<file path="src/rtl/vld_pkg.sv">
package vld_pkg;
  typedef enum logic [2:0] {
    M_SCALAR   = 3'd0,
    M_UNIT     = 3'd1,
    M_ELSTRIDE = 3'd2,
    M_GATHER   = 3'd3,
    M_SPLAT    = 3'd4,
    M_BAD      = 3'd5
  } amode_e;
endpackage

</file>
<file path="src/rtl/vld_mode_decode.sv">
module vld_mode_decode
  import vld_pkg::*;
(
  input  logic   dst_vec,
  input  logic   ra_vec,
  input  logic   rb_vec,
  input  logic   idx_mode,
  input  logic   elem_stride,
  output amode_e mode,
  output logic   dst_adv
);
  always_comb begin
    dst_adv = dst_vec;
    if (!idx_mode) begin
      if (ra_vec)       mode = M_GATHER;
      else if (dst_vec) mode = elem_stride ? M_ELSTRIDE : M_UNIT;
      else              mode = M_SCALAR;
    end else begin
      if (!dst_vec)     mode = (ra_vec || rb_vec) ? M_BAD : M_SCALAR;
      else if (rb_vec)  mode = M_UNIT;
      else if (ra_vec)  mode = M_GATHER;
      else              mode = M_SPLAT;
    end
  end
endmodule

</file>
<file path="src/rtl/vld_elem_ctr.sv">
module vld_elem_ctr #(
  parameter int CW = 7,
  parameter int AW = 32
) (
  input  logic          clk,
  input  logic          rst_n,
  input  logic          load,
  input  logic [CW-1:0] count,
  input  logic [AW-1:0] step,
  input  logic          ready,
  output logic          busy,
  output logic [CW-1:0] idx,
  output logic [AW-1:0] acc,
  output logic          done
);
  logic [CW-1:0] last_q;
  logic [AW-1:0] step_q;

  always_ff @(posedge clk) begin
    if (!rst_n) begin
      busy   <= 1'b0;
      idx    <= '0;
      acc    <= '0;
      done   <= 1'b0;
      last_q <= '0;
      step_q <= '0;
    end else begin
      done <= 1'b0;
      if (load) begin
        idx    <= '0;
        acc    <= '0;
        step_q <= step;
        last_q <= count - 1'b1;
        if (count == '0) done <= 1'b1;
        else             busy <= 1'b1;
      end else if (busy && ready) begin
        if (idx == last_q) begin
          busy <= 1'b0;
          done <= 1'b1;
        end else begin
          idx <= idx + 1'b1;
          acc <= acc + step_q;
        end
      end
    end
  end

  // ascending element order on each accepted request
  a_r9_ascending: assert property (@(posedge clk) disable iff (!rst_n)
    (busy && ready) |=> (!busy || idx == $past(idx) + 1'b1));
  // completion only reported when idle
  a_r10_done_idle: assert property (@(posedge clk) disable iff (!rst_n)
    done |-> !busy);
endmodule

</file>
<file path="src/rtl/vld_addr_gen.sv">
module vld_addr_gen #(
  parameter int AW = 32,
  parameter int RW = 7,
  parameter int CW = 7
) (
  input  logic          gather,
  input  logic          dst_adv,
  input  logic [AW-1:0] base,
  input  logic [AW-1:0] acc,
  input  logic [AW-1:0] gofs,
  input  logic [RW-1:0] rt,
  input  logic [RW-1:0] ra_first,
  input  logic [CW-1:0] idx,
  input  logic [AW-1:0] rf_rdata,
  output logic [RW-1:0] rf_raddr,
  output logic [AW-1:0] addr,
  output logic [RW-1:0] dst
);
  logic [RW-1:0] idx_r;
  assign idx_r    = RW'(idx);
  assign rf_raddr = ra_first + idx_r;
  assign addr     = gather ? (rf_rdata + gofs) : (base + acc);
  assign dst      = dst_adv ? (rt + idx_r) : rt;
endmodule

</file>
<file path="src/rtl/vld_addr_seq.sv">
module vld_addr_seq
  import vld_pkg::*;
#(
  parameter int AW  = 32,
  parameter int RW  = 7,
  parameter int VLW = 7
) (
  input  logic           clk,
  input  logic           rst_n,
  input  logic           start,
  input  logic           dst_vec,
  input  logic           ra_vec,
  input  logic           rb_vec,
  input  logic           idx_mode,
  input  logic           elem_stride,
  input  logic [1:0]     elem_size,
  input  logic [VLW-1:0] vl,
  input  logic [AW-1:0]  imm,
  input  logic [AW-1:0]  ra_val,
  input  logic [AW-1:0]  rb_val,
  input  logic [RW-1:0]  rt_num,
  input  logic [RW-1:0]  ra_num,
  output logic [RW-1:0]  rf_raddr,
  input  logic [AW-1:0]  rf_rdata,
  output logic           req_valid,
  input  logic           req_ready,
  output logic [AW-1:0]  req_addr,
  output logic [RW-1:0]  req_dst,
  output logic           req_wen,
  output logic           busy,
  output logic           done,
  output logic           err
);
  amode_e        dec_mode;
  logic          dec_adv;
  logic          accept;
  logic [AW-1:0] sum_ab, sum_ai, base_in, step_in, unit_step;
  logic [VLW-1:0] cnt_in;

  logic          gather_q, adv_q, err_q;
  logic [AW-1:0] base_q, gofs_q;
  logic [RW-1:0] rt_q, ra_q;
  logic [VLW-1:0] idx;
  logic [AW-1:0] acc;

  vld_mode_decode u_dec (
    .dst_vec(dst_vec), .ra_vec(ra_vec), .rb_vec(rb_vec),
    .idx_mode(idx_mode), .elem_stride(elem_stride),
    .mode(dec_mode), .dst_adv(dec_adv)
  );

  assign accept    = start && !busy;
  assign sum_ab    = ra_val + rb_val;
  assign sum_ai    = ra_val + imm;
  assign unit_step = AW'(1) << elem_size;

  always_comb begin
    base_in = idx_mode ? sum_ab : sum_ai;
    step_in = '0;
    unique case (dec_mode)
      M_UNIT:     step_in = unit_step;
      M_ELSTRIDE: begin
        step_in = imm;
        base_in = ra_val;
      end
      default:    step_in = '0;
    endcase
    cnt_in = (dec_mode == M_SCALAR) ? VLW'(1) : vl;
  end

  always_ff @(posedge clk) begin
    if (!rst_n) begin
      gather_q <= 1'b0;
      adv_q    <= 1'b0;
      err_q    <= 1'b0;
      base_q   <= '0;
      gofs_q   <= '0;
      rt_q     <= '0;
      ra_q     <= '0;
    end else begin
      err_q <= accept && (dec_mode == M_BAD);
      if (accept) begin
        gather_q <= (dec_mode == M_GATHER);
        adv_q    <= dec_adv;
        base_q   <= base_in;
        gofs_q   <= idx_mode ? rb_val : imm;
        rt_q     <= rt_num;
        ra_q     <= ra_num;
      end
    end
  end

  vld_elem_ctr #(.CW(VLW), .AW(AW)) u_ctr (
    .clk(clk), .rst_n(rst_n),
    .load(accept && (dec_mode != M_BAD)),
    .count(cnt_in), .step(step_in), .ready(req_ready),
    .busy(busy), .idx(idx), .acc(acc), .done(done)
  );

  vld_addr_gen #(.AW(AW), .RW(RW), .CW(VLW)) u_agen (
    .gather(gather_q), .dst_adv(adv_q), .base(base_q), .acc(acc),
    .gofs(gofs_q), .rt(rt_q), .ra_first(ra_q), .idx(idx),
    .rf_rdata(rf_rdata), .rf_raddr(rf_raddr),
    .addr(req_addr), .dst(req_dst)
  );

  assign req_valid = busy;
  assign req_wen   = busy;
  assign err       = err_q;

  // a stalled request keeps its payload
  a_r9_hold: assert property (@(posedge clk) disable iff (!rst_n)
    (req_valid && !req_ready) |=> (req_valid && $stable(req_dst)
                                   && (gather_q || $stable(req_addr))));
  // a rejected operation issues nothing and completes nothing
  a_r11_err_quiet: assert property (@(posedge clk) disable iff (!rst_n)
    err |-> (!req_valid && !done));
  // fixed destination while streaming in select mode
  a_r4_dst_fixed: assert property (@(posedge clk) disable iff (!rst_n)
    (req_valid && !adv_q && $past(req_valid)) |-> $stable(req_dst));
  // start while busy changes no latched operand
  a_r12_ignore: assert property (@(posedge clk) disable iff (!rst_n)
    (start && busy) |=> ($stable(rt_q) && $stable(base_q) && $stable(gofs_q)));
endmodule

</file>
<file path="config.mk">
export PLATFORM = sky130hd
export DESIGN_NAME = vld_addr_seq
export DESIGN_NICKNAME = d
export VERILOG_FILES = /design/src/rtl/vld_pkg.sv /design/src/rtl/vld_mode_decode.sv /design/src/rtl/vld_elem_ctr.sv /design/src/rtl/vld_addr_gen.sv /design/src/rtl/vld_addr_seq.sv
export SDC_FILE = /design/constraint.sdc
export NUM_CORES = 1
export LEC_CHECK = 0
export ABC_AREA = 1
export BUFFER_PORTS_ARGS = -buffer_cell sky130_fd_sc_hd__buf_2
export CELL_PAD_IN_SITES_DETAIL_PLACEMENT = 0
export CELL_PAD_IN_SITES_GLOBAL_PLACEMENT = 1
export CORE_MARGIN = 2
export CORE_UTILIZATION = 30
export CTS_CLUSTER_SIZE = 25
export DETAILED_ROUTE_END_ITERATION = 10
export HOLD_SLACK_MARGIN = 0.1
export PLACE_DENSITY_LB_ADDON = 0.1
export SLEW_MARGIN = 20
export SYNTH_ARGS = -nofsm -noshare
export SYNTH_HDL_FRONTEND = slang
export SYNTH_SLANG_ARGS = --single-unit
</file>
<file path="constraint.sdc">
create_clock -name clk -period 5.13 [get_ports clk]
set_input_delay 0.513 -clock clk [delete_from_list [all_inputs] [get_ports clk]]
set_output_delay 0.513 -clock clk [all_outputs]
set_load 0.02 [all_outputs]
</file>
==> key figures, run 1 <==
Yosys
  • Avg Synthesized Cell Area: roughly 5.9 um2
  • Synth Net Count: around 2900
  • Top cells by area, synth: dfxtp_1 21%, nand2_1 20%, ha_1 11%
  • Seq cells post-synth: roughly 160
  • Number of synthesized flops with an enable pin: 0
  • Synth cell types: 46
  • Area leader, netlist: dfxtp_1
  • Ys Warns: 0
  • Synthesized cell area: 0.0155 mm2
  • Ys flop type: dfxtp_1
  • Seq/Total Area, Yosys: slightly above 20%
  • Syn Inst Count: 2625
  • Post-synth ARST share: 0%
  • Top cell type's share of synthesized area: about a fifth

Clocking
  • CTS tree: done
  • Clk slew on worst S/H paths: about 0.080 ns
  • Maximum root-to-sink buffer count: 2
  • Post-CTS resize count: 0
  • Hold_buf cts: 0
  • Clk_lat worst skew: around 0.5 ns
  • H-tree levels: 4
  • Total CTS buffers: 17
  • Root buffer cell: clkbuf_16
  • # clock sinks: around 160
  • Postcts setup bufs: 0

Timing
  • Hold Vio Cnt, Final: 0
  • Worst setup margin: ~1.5 ns
  • Peak Freq: about 0.28 GHz
  • Worst clock skew: between 0.015 and 0.02 ns
  • Slew HR: between 30 and 40%
  • RSZ-0062 raised after global routing: false
  • Setup-failing EPs final: 0
  • Setup TNS: 0 ns
  • Slew Viols, Final: 0
  • WHS: approximately 0.27 ns
  • Tmin final: 3.63 ns
  • Tcrit/Tclk final: 70.7%
  • Worst Tran Pin Value: 0.984 ns

Global routing
  • Largest net degree at the start of global routing: 87
  • Via count of the first global-routing pass: 16700
  • Global Route met1 Usage: a little over a third
  • Initial antenna violation count: 2
  • GR Util met2: 44.5%
  • Global-route usage over all layers: a little over a quarter
  • Grt peak-use layer: met2
  • Met3 Resource Use GR: around 3.3%
  • Global-route wire length before repair: about 110000 um
  • Total grt overflow: 0

Critical path
  • Worst setup slack for register-to-register paths: 2.19 ns
  • CP startpoint: u_ctr.acc[0]$_SDFFE_PP0P_
  • CP Max Fanout: 4
  • Arrival time of the worst setup path: about 3.1 ns
  • Largest delay share family, worst path: compound AO/OA/AOI/OAI gates
  • CP Launch Type: flop
  • Critical-path cell list: ha_1 > fa_1 > nand2_1 > nand2_1 > o21a_1 > nand2_1 > nand2_1 > nand2_1 > nand2_1 > o21ai_0 > o21ai_0 > buf_2
  • Buf/Inv on CP: 1
  • Worst Setup End Kind: output pin
  • Req. time, crit path: 4.62 ns
  • FF-to-FF Start: u_ctr.busy$_SDFFE_PN0P_
  • Most frequent CP cell: nand2_1
  • Critical path's largest stage delay: 0.60 ns
  • Crit-path slowest cell: o21ai_0
  • Kind of critical path: reg2out

Placement
  • Pre-CTS setup slack: 1.48 ns
  • Post-DP HPWL: about 59000 um
  • Placed Area: about 0.017 mm2
  • RePlAce Congestion: between 0.9 and 1
  • Port Buffers: 210

Final layout
  • Area Growth Syn to Fin: 14.1%
  • Most frequent cells in the layout: 818 x nand2_1, 330 x nor2_1, 276 x inv_1
  • Design area: ~0.018 mm2
  • Layout cells sized above 1: between 10 and 15%
  • Fillers: 5909
  • Final #Nets: approximately 3100
  • Most common cell after layout, fill and taps aside: nand2_1
  • ANT cells: 0

Route
  • Total routed wirelength: between 70000 and 80000 um
  • Detailed Routing Iterations Pass 1: 5
  • WL/cell: between 20 and 25 um
  • Via density: around 5
  • DR DRC count: 0
  • Initial drt markers: approximately 1200
  • Via count: 17500
  • Final ANT Viol Nets: 0

Hold path
  • Min-Delay Startpoint: ra_num[3]
  • Hold/Removal Path Class: in2reg

Pwr
  • Pwr/cell area: 243 mW/mm2
  • Max rail drop VDD: between 200 and 250 uV
  • P_leak: between 9 and 10 nW
  • Total Power: between 4 and 5 mW

Die
  • Core area: 0.0513 mm2
  • Initial core utilization: approximately 30%
  • Die area: about 0.054 mm2
  • Number of I/O pins: between 200 and 250
  • Die Width: 232 um
  • Die height: 232 um
  • Row count: 83

Status
  • Outcome: complete, no violations

Job
  • MaxCap Viol Count: 0
## layout make-up
cell class / count / area (um2) / share of cell area, %
clock buffers: 19 / 453 / 2.55
clock inverters: 12 / 97.6 / 0.550
inverters: 285 / 1070 / 6.03
multi-input cells: 2107 / 10900 / 61.5
flip-flops and latches: 161 / 3220 / 18.2
well taps: 680 / 851 / 4.80
repair buffers: 222 / 1140 / 6.43
## worst paths after layout
check,to,cells after the start
worst min register to register,u_ctr.step_q[3]$_SDFFE_PN0P_,2
worst max-delay path,req_addr[12],12
worst max register to register,u_ctr.acc[6]$_SDFFE_PP0P_,9
worst min-delay path,ra_q[3]$_SDFFE_PN0P_,3
## report_power, final
part           switching, mW  leakage [nW]  internal (mW)
clock network          0.639         0.269          0.652
logic                   1.09          7.49          0.498
registers              0.104          1.32           1.34
## registers in the layout, summed over array words and instances (netlist names)
register / flops
base_q: 32
gofs_q: 32
u_ctr.acc: 32
u_ctr.step_q: 32
ra_q: 7
rt_q: 7
u_ctr.idx: 7
u_ctr.last_q: 7
adv_q: 1
err: 1
gather_q: 1
u_ctr.busy: 1
u_ctr.done: 1
## synth_stat cells, types with 17 or more instances
library cell,instances
nand2_1,820
nor2_1,330
inv_1,277
a21oi_1,222
o21ai_0,173
dfxtp_1,161
nand3_1,153
ha_1,139
xor2_1,40
clkbuf_1,36
a31oi_1,30
nor3_1,29
xnor2_1,25
buf_2,18
a32o_1,17
## per-stage QoR
| stage | std cells | utilization [%] |
|---|---|---|
| after floorplan | 2625 | - |
| after global placement | 3455 | 33.5 |
| after detailed placement | 3455 | 33.5 |
| after CTS | 3486 | 34.6 |
| after global routing | 3486 | 34.6 |
| final | 3486 | 34.6 |
## layer usage
| metal | wire, um | part of all wire [%] |
|---|---|---|
| met2 | 32900 | 46 |
| met3 | 2380 | 3.3 |
| met5 | 23 | 0.032 |
| met1 | 34000 | 48 |
| met4 | 1820 | 2.6 |
## worst register-to-register path, stage by stage (launching register included)
cell	delay (ns)
dfxtp_1	0.40
inv_1	0.07
nand2_2	0.36
inv_2	0.07
nand2_1	0.53
inv_2	0.39
nor2_4	0.31
buf_4	0.39
o21ai_0	0.19
a21oi_1	0.14
## cell families (layout without fill, tap and decap cells)
group                    Yosys count  in the layout  share of synthesized area (%)
AND/OR/NAND/NOR                 1382           1382                           35.8
AO/OA/AOI/OAI                    515            515                           18.7
buffers and inverters            357            538                           9.18
flip-flops                       161            161                           20.7
adder cells (fa/ha/maj)          145            145                           12.0
XOR/XNOR                          65             65                           3.66
Power figures use the tool's default switching activity.
==> inputs of run 2 (changes only) <==
- clock period: 5.13 -> 3.4 ns (I/O delays scaled with it)
==> run 2 against run 1 <==
Against the previous run: sequential cell count stayed put; register-to-register slack worse by 1.3 ns; clock skew is 0.0082 ns lower; critical path depth is 1 lower; largest cell class unchanged; worst setup slack worse by 1.3 ns; sequential power is 51% higher; global-route usage is 0.26 points lower; die area stayed put; first-iteration DRC count is 0.41% lower; utilization is 0.61 points higher; highest routed layer is now met4; via count is 0.81% higher.
==> key figures, run 2 (synthesized netlist as in run 1, its figures left out) <==
Status
  • Outcome: complete, no violations

Final layout
  • Layout cells sized above 1: 11.1% (+0.86 points)
  • Most common cell after layout, fill and taps aside: nand2_1
  • Most frequent cells in the layout: 818 x nand2_1, 328 x nor2_1, 276 x inv_1
  • Area Growth Syn to Fin: 16.1%
  • ANT cells: 0 (unchanged)
  • Final #Nets: 3124 (+0.81%)

Timing
  • Setup-failing EPs final: 0 (unchanged)
  • Worst Tran Pin Value: 1.04 ns (+0.0581 ns)
  • RSZ-0062 raised after global routing: false
  • Hold Vio Cnt, Final: 0 (unchanged)
  • Slew Viols, Final: 0 (unchanged)
  • Slew HR: 30.4% (-4.0 points)
  • Worst setup margin: 0.165 ns (-1.34 ns)
  • Tcrit/Tclk final: between 90% and 100%
  • Worst clock skew: 0.00852 ns (-0.00825 ns)
  • Setup TNS: 0 ns (unchanged)
  • Tmin final: around 3.2 ns
  • Peak Freq: 0.309 GHz

Critical path
  • Critical-path cell list: ha_1 > a21oi_1 > o21ai_0 > a21oi_1 > o21ai_4 > nand2_1 > nand2_1 > nand2_1 > nand3_2 > nand2_1 > buf_2
  • Most frequent CP cell: nand2_1
  • Worst setup slack for register-to-register paths: 0.90 ns (-1.29 ns)
  • FF-to-FF Start: u_ctr.acc[0]$_SDFFE_PP0P_
  • Crit-path slowest cell: dfxtp_1
  • Worst Setup End Kind: output pin
  • Critical path's largest stage delay: 0.41 ns (-0.19 ns)
  • Largest delay share family, worst path: compound AO/OA/AOI/OAI gates
  • Arrival time of the worst setup path: 2.89 ns (-0.22 ns)
  • Worst R2R End: u_ctr.acc[26]$_SDFFE_PP0P_
  • CP Launch Type: flop
  • Cells on worst reg2reg path: 14 (+5)
  • Req. time, crit path: 3.06 ns (-1.56 ns)
  • CP Max Fanout: 6 (+2)
  • Kind of critical path: reg2out
  • Buf/Inv on CP: 1 (unchanged)

Die
  • Die Width: 232 um (unchanged)
  • Die area: 0.0537 mm2 (unchanged)
  • Initial core utilization: 30.3% (unchanged)
  • Die height: 232 um (unchanged)
  • Number of I/O pins: 211 (unchanged)
  • Core area: 0.0513 mm2 (unchanged)
  • Row count: 83 (unchanged)

Global routing
  • Total grt overflow: 0 (unchanged)
  • Global-route wire length before repair: 104000 um (-1.2%)
  • Initial antenna violation count: 0 (-2)
  • Largest net degree at the start of global routing: 83 (-4.6%)
  • Global-route usage over all layers: 26.2% (-0.26 points)
  • Via count of the first global-routing pass: 16500 (-1.2%)

Clocking
  • H-tree levels: 4 (unchanged)
  • CTS tree: done
  • Maximum root-to-sink buffer count: 2 (unchanged)
  • Clk slew on worst S/H paths: 0.07 ns (about the same)
  • Root buffer cell: clkbuf_16
  • Total CTS buffers: 17 (unchanged)
  • # clock sinks: 161 (unchanged)
  • Clk_lat worst skew: 0.49 ns (about the same)

Route
  • Final ANT Viol Nets: 0 (unchanged)
  • DR DRC count: 0 (unchanged)
  • Detailed Routing Iterations Pass 1: 7 (+2)
  • Via count: 17600 (+0.81%)
  • WL/cell: 20.0 um (-1.9%)
  • Initial drt markers: 1227 (-0.41%)
  • Total routed wirelength: 70300 um (-1.1%)
  • Via density: 5.02 (about the same)

Placement
  • Post-DP HPWL: 58700 um (-0.88%)
  • Port Buffers: 210 (unchanged)
  • Pre-CTS setup slack: 0.0792 ns (-1.40 ns)
  • RePlAce Congestion: 0.926 (+2.7%)

Hold path
  • Worst hold endpoint: gofs_q[27]$_SDFFE_PN0P_
  • Hold/Removal Path Class: in2reg
  • Min-Delay Startpoint: rb_val[27]
  • Worst hold path depth: 3 (unchanged)

Pwr
  • Pwr/cell area: 362 mW/mm2 (+49%)
  • Max rail drop VDD: 409 uV (+77%)
  • P_leak: 9.20 nW (+1.4%)

Job
  • MaxCap Viol Count: 0 (unchanged)
run 2: how the worst max path moves through the flow:
| stage | start | endpoint | slack [ns] | cells past startpoint |
|---|---|---|---|---|
| 2_1_floorplan | rf_rdata[0] | req_addr[28] | 0.93 | 12 |
| 3_3_place_gp | idx_mode | base_q[12]$_SDFFE_PN0P_ | 0.14 | 13 |
| 3_5_place_dp | idx_mode | base_q[12]$_SDFFE_PN0P_ | 0.08 | 13 |
| 4_1_cts | u_ctr.acc[4]$_SDFFE_PP0P_ | req_addr[23] | 0.03 | 13 |
| 5_1_grt | u_ctr.acc[16]$_SDFFE_PP0P_ | req_addr[17] | 0.005 | 11 |
| 6_report | u_ctr.acc[8]$_SDFFE_PP0P_ | req_addr[29] | 0.17 | 11 |
run 2: where the power goes:
group / internal [mW] / switching, mW
Combinational: 0.783 / 1.64
Sequential: 2.02 / 0.160
Clock: 0.952 / 0.980
Total: 3.75 / 2.78
run 2: worst reg2reg max path, delay by kind of cell, from the launching register on:
family / cells / cell delay (ns)
adders and majority gates: 2 / 0.80
buffers and inverters: 1 / 0.04
DFF: 1 / 0.34
and+or+nand+nor: 11 / 1.23
run 2: layout make-up:
type                            instances  area [um2]
Clock buffer                           17         425
Clock inverter                         15         121
Fill cell                            5900       33300
Inverter                              285        1070
Multi-Input combinational cell       2107       11000
Sequential cell                       161        3220
Tap cell                              680         851
Timing Repair Buffer                  247        1380
run 2: stage by stage:
stage | hold slack, ns | utilization (%) | std cells | area [um2] | total power, mW
after global placement | 0.446 | 33.7 | 3465 | 17300 | 4.62
after floorplan | 0.430 | - | 2625 | 15500 | 3.67
after detailed placement | 0.447 | 33.7 | 3465 | 17300 | 4.61
final | 0.133 | 35.2 | 3512 | 18000 | 6.53
after CTS | 0.100 | 35.1 | 3512 | 18000 | 6.59
after global routing | 0.121 | 35.2 | 3512 | 18000 | 6.94
run 2: repair_timing:
action	CTS	global route
gates resized for setup	5	18
hold buffers	15	0
buffers inserted	0	0
hold endpoints to repair	15	0
setup endpoints to repair	4	16
run 2: metal layers:
metal / GRT usage (%) / vias up / part of all wire [%]
met5: 0 / - / 0
li1: - / 8991 / -
met4: 8.29 / 0 / 2.7
met3: 2.81 / 64 / 3.7
met2: 43.2 / 437 / 46
met1: 35.8 / 8140 / 48
==> inputs of run 3 (changes only) <==
- clock period: 3.4 -> 2.78 ns (I/O delays scaled with it)
==> run 3 against run 2 <==
Against the previous run: the run now ends with setup timing left; worst setup slack lost 0.20 ns; clock skew grew 0.0024 ns; critical endpoint is now req_addr[28]; critical path type unchanged; sequential cell count is the same; sequential power grew 24%; largest cell class unchanged.
==> key figures, run 3 (synthesized netlist as in run 1, its figures left out) <==
Clocking
  • H-tree levels: 4 (unchanged)
  • Clk_lat worst skew: 0.49 ns (about the same)
  • Clk slew on worst S/H paths: 0.07 ns (about the same)
  • Maximum root-to-sink buffer count: 2 (unchanged)
  • Root buffer cell: clkbuf_16
  • CTS tree: done
  • Total CTS buffers: 17 (unchanged)
  • # clock sinks: 161 (unchanged)

Status
  • Failing checks: setup timing
  • Outcome: complete, but fails checks

Die
  • Row count: 83 (unchanged)
  • Core area: 0.0513 mm2 (unchanged)
  • Die Width: 232 um (unchanged)
  • Die area: 0.0537 mm2 (unchanged)
  • Initial core utilization: 30.3% (unchanged)
  • Number of I/O pins: 211 (unchanged)
  • Die height: 232 um (unchanged)

Route
  • Initial drt markers: 1277 (+4.1%)
  • Final ANT Viol Nets: 0 (unchanged)
  • WL/cell: 19.8 um (-0.85%)
  • Total routed wirelength: 73100 um (+4.0%)
  • Detailed Routing Iterations Pass 1: 5 (-2)
  • Via count: 18500 (+5.1%)
  • Via density: 5.03 (+0.26%)
  • DR DRC count: 0 (unchanged)

Critical path
  • Kind of critical path: reg2out
  • CP Launch Type: flop
  • Worst R2R End: u_ctr.acc[26]$_SDFFE_PP0P_
  • FF-to-FF Start: u_ctr.acc[0]$_SDFFE_PP0P_
  • Req. time, crit path: 2.50 ns (-0.56 ns)
  • CP Max Fanout: 4 (-2)
  • Cells on worst reg2reg path: 15 (+1)
  • Arrival time of the worst setup path: 2.54 ns (-0.35 ns)
  • Worst Setup End Kind: output pin
  • Worst setup slack for register-to-register paths: 0.19 ns (-0.71 ns)

Timing
  • WHS: 0.143 ns (+0.0106 ns)
  • Hold Vio Cnt, Final: 0 (unchanged)
  • Tmin final: 2.82 ns
  • Peak Freq: 0.355 GHz
  • RSZ-0062 raised after global routing: true
  • Setup-failing EPs final: 5 (+5)
  • Slew HR: 53.2% (+23 points)
  • Worst Tran Pin Value: 0.702 ns (-0.341 ns)
  • Tcrit/Tclk final: 101%
  • Worst setup margin: -0.0375 ns (-0.203 ns)
  • Slew Viols, Final: 0 (unchanged)
  • Worst clock skew: 0.0109 ns (+0.00241 ns)

Final layout
  • Fillers: 5605 (-5.0%)
  • Final #Nets: 3296 (+5.5%)
  • Most frequent cells in the layout: 738 x nand2_1, 305 x nor2_1, 273 x inv_1
  • Area Growth Syn to Fin: 38.2%
  • Design area: 0.0215 mm2 (+19%)
  • ANT cells: 0 (unchanged)
  • Layout cells sized above 1: 26.1% (+15 points)
  • Most common cell after layout, fill and taps aside: nand2_1

Pwr
  • Internal power: 5.15 mW (+37%)
  • P_leak: 10.2 nW (+11%)
  • Switching Power: 3.68 mW (+32%)
  • Max rail drop VDD: 485 uV (+19%)
  • Switching part of the total power: 41.7% (-0.89 points)
  • Clock network power share: 26.6% (-3.0 points)
  • Comb power frac: 42.7% (+5.6 points)
  • Register share of total power: 30.7% (-2.6 points)
  • Pwr/cell area: 411 mW/mm2 (+14%)

Global routing
  • Largest net degree at the start of global routing: 87 (+4.8%)
  • Initial antenna violation count: 0 (unchanged)
  • Global-route usage over all layers: 27.0% (+0.74 points)
  • Total grt overflow: 0 (unchanged)
  • Global-route wire length before repair: 108000 um (+3.9%)
  • Via count of the first global-routing pass: 17800 (+7.6%)

Placement
  • RePlAce Congestion: 0.937 (+1.2%)
  • Port Buffers: 210 (unchanged)
  • Placed Area: 0.0180 mm2 (+4.0%)
  • Post-DP HPWL: 59200 um (+0.97%)

Hold path
  • Worst hold path depth: 2 (-1)
  • Hold/Removal Path Class: in2reg
  • Worst hold endpoint: u_ctr.step_q[22]$_SDFFE_PN0P_
  • Min-Delay Startpoint: imm[22]

Job
  • MaxCap Viol Count: 0 (unchanged)
==> run 3: cell types whose count changed in the layout (fill, tap and decap cells not counted), sizes merged <==
cell and change:
buf +122, dlygate4sd3 +50, inv -3, clkinvlp +2, clkbuf +1, clkinv -1
==> run 3: power groups by stage <==
stage                     combinational [mW]  sequential (mW)  clock [mW]
after detailed placement                3.11             2.70           0
after global placement                  3.11             2.70           0
after floorplan                         1.90             2.60           0
after global routing                    4.12             2.72        2.50
final                                   3.77             2.71        2.35
after CTS                               3.56             2.70        2.42
==> run 3: critical path, cell delays in order (launching register included) <==
cell and delay [ns]:
dfxtp_4 0.36, ha_4 0.16, fa_2 0.37, nand2_2 0.08
nand2_1 0.05, o21a_1 0.12, nand2_2 0.08, nand2_4 0.08
nand2_4 0.08, nand2_4 0.09, nand2_4 0.08, nand2_1 0.06
nand2_2 0.08, nand3_4 0.11, o21ai_2 0.11, buf_6 0.13
==> run 3: what timing repair did <==
action	in CTS	in global routing
hold buffers	65	0
cloned	0	0
hold endpoints to repair	65	0
setup endpoints to repair	28	31
buffers inserted	22	19
resized for setup	355	182
pin swaps	56	65
==> run 3: layout make-up <==
| type | instances | area [um2] | area share [%] |
|---|---|---|---|
| sequential | 161 | 3360 | 15.6 |
| clock inverter | 13 | 101 | 0.472 |
| inverter | 285 | 1070 | 4.98 |
| multi-input combinational | 2107 | 12700 | 59.0 |
| timing repair buffer | 419 | 2980 | 13.9 |
| tap | 680 | 851 | 3.96 |
| clock buffer | 18 | 439 | 2.04 |
==> run 3: metrics by stage <==
step / std cells / setup TNS, ns / total power, mW / util (%) / worst slack (ns)
after detailed placement: 3550 / -0.291 / 5.81 / 35.0 / -0.138
after CTS: 3667 / -0.639 / 8.68 / 40.3 / -0.134
final: 3683 / -0.132 / 8.83 / 41.9 / -0.0375
after global routing: 3683 / -1.81 / 9.35 / 41.9 / -0.158
after global placement: 3550 / -0.308 / 5.81 / 35.0 / -0.117
after floorplan: 2625 / 0 / 4.49 / - / 0.401
==> run 3: layer usage <==
layer / routed length, um / track usage (%)
met2: 33800 / 44.9
met3: 2820 / 3.00
met4: 2370 / 9.64
met5: 0 / 0
met1: 34100 / 35.9
==> run 3: worst max-delay path by stage <==
stage | from | to | slack (ns) | cells after the start
floorplan | idx_mode | base_q[14]$_SDFFE_PN0P_ | 0.40 | 15
global placement | rf_rdata[0] | req_addr[16] | -0.12 | 14
detailed placement | rf_rdata[0] | req_addr[16] | -0.14 | 14
CTS | u_ctr.acc[0]$_SDFFE_PP0P_ | req_addr[12] | -0.13 | 14
global route | u_ctr.acc[0]$_SDFFE_PP0P_ | req_addr[28] | -0.16 | 15
finish | u_ctr.acc[0]$_SDFFE_PP0P_ | req_addr[28] | -0.04 | 15
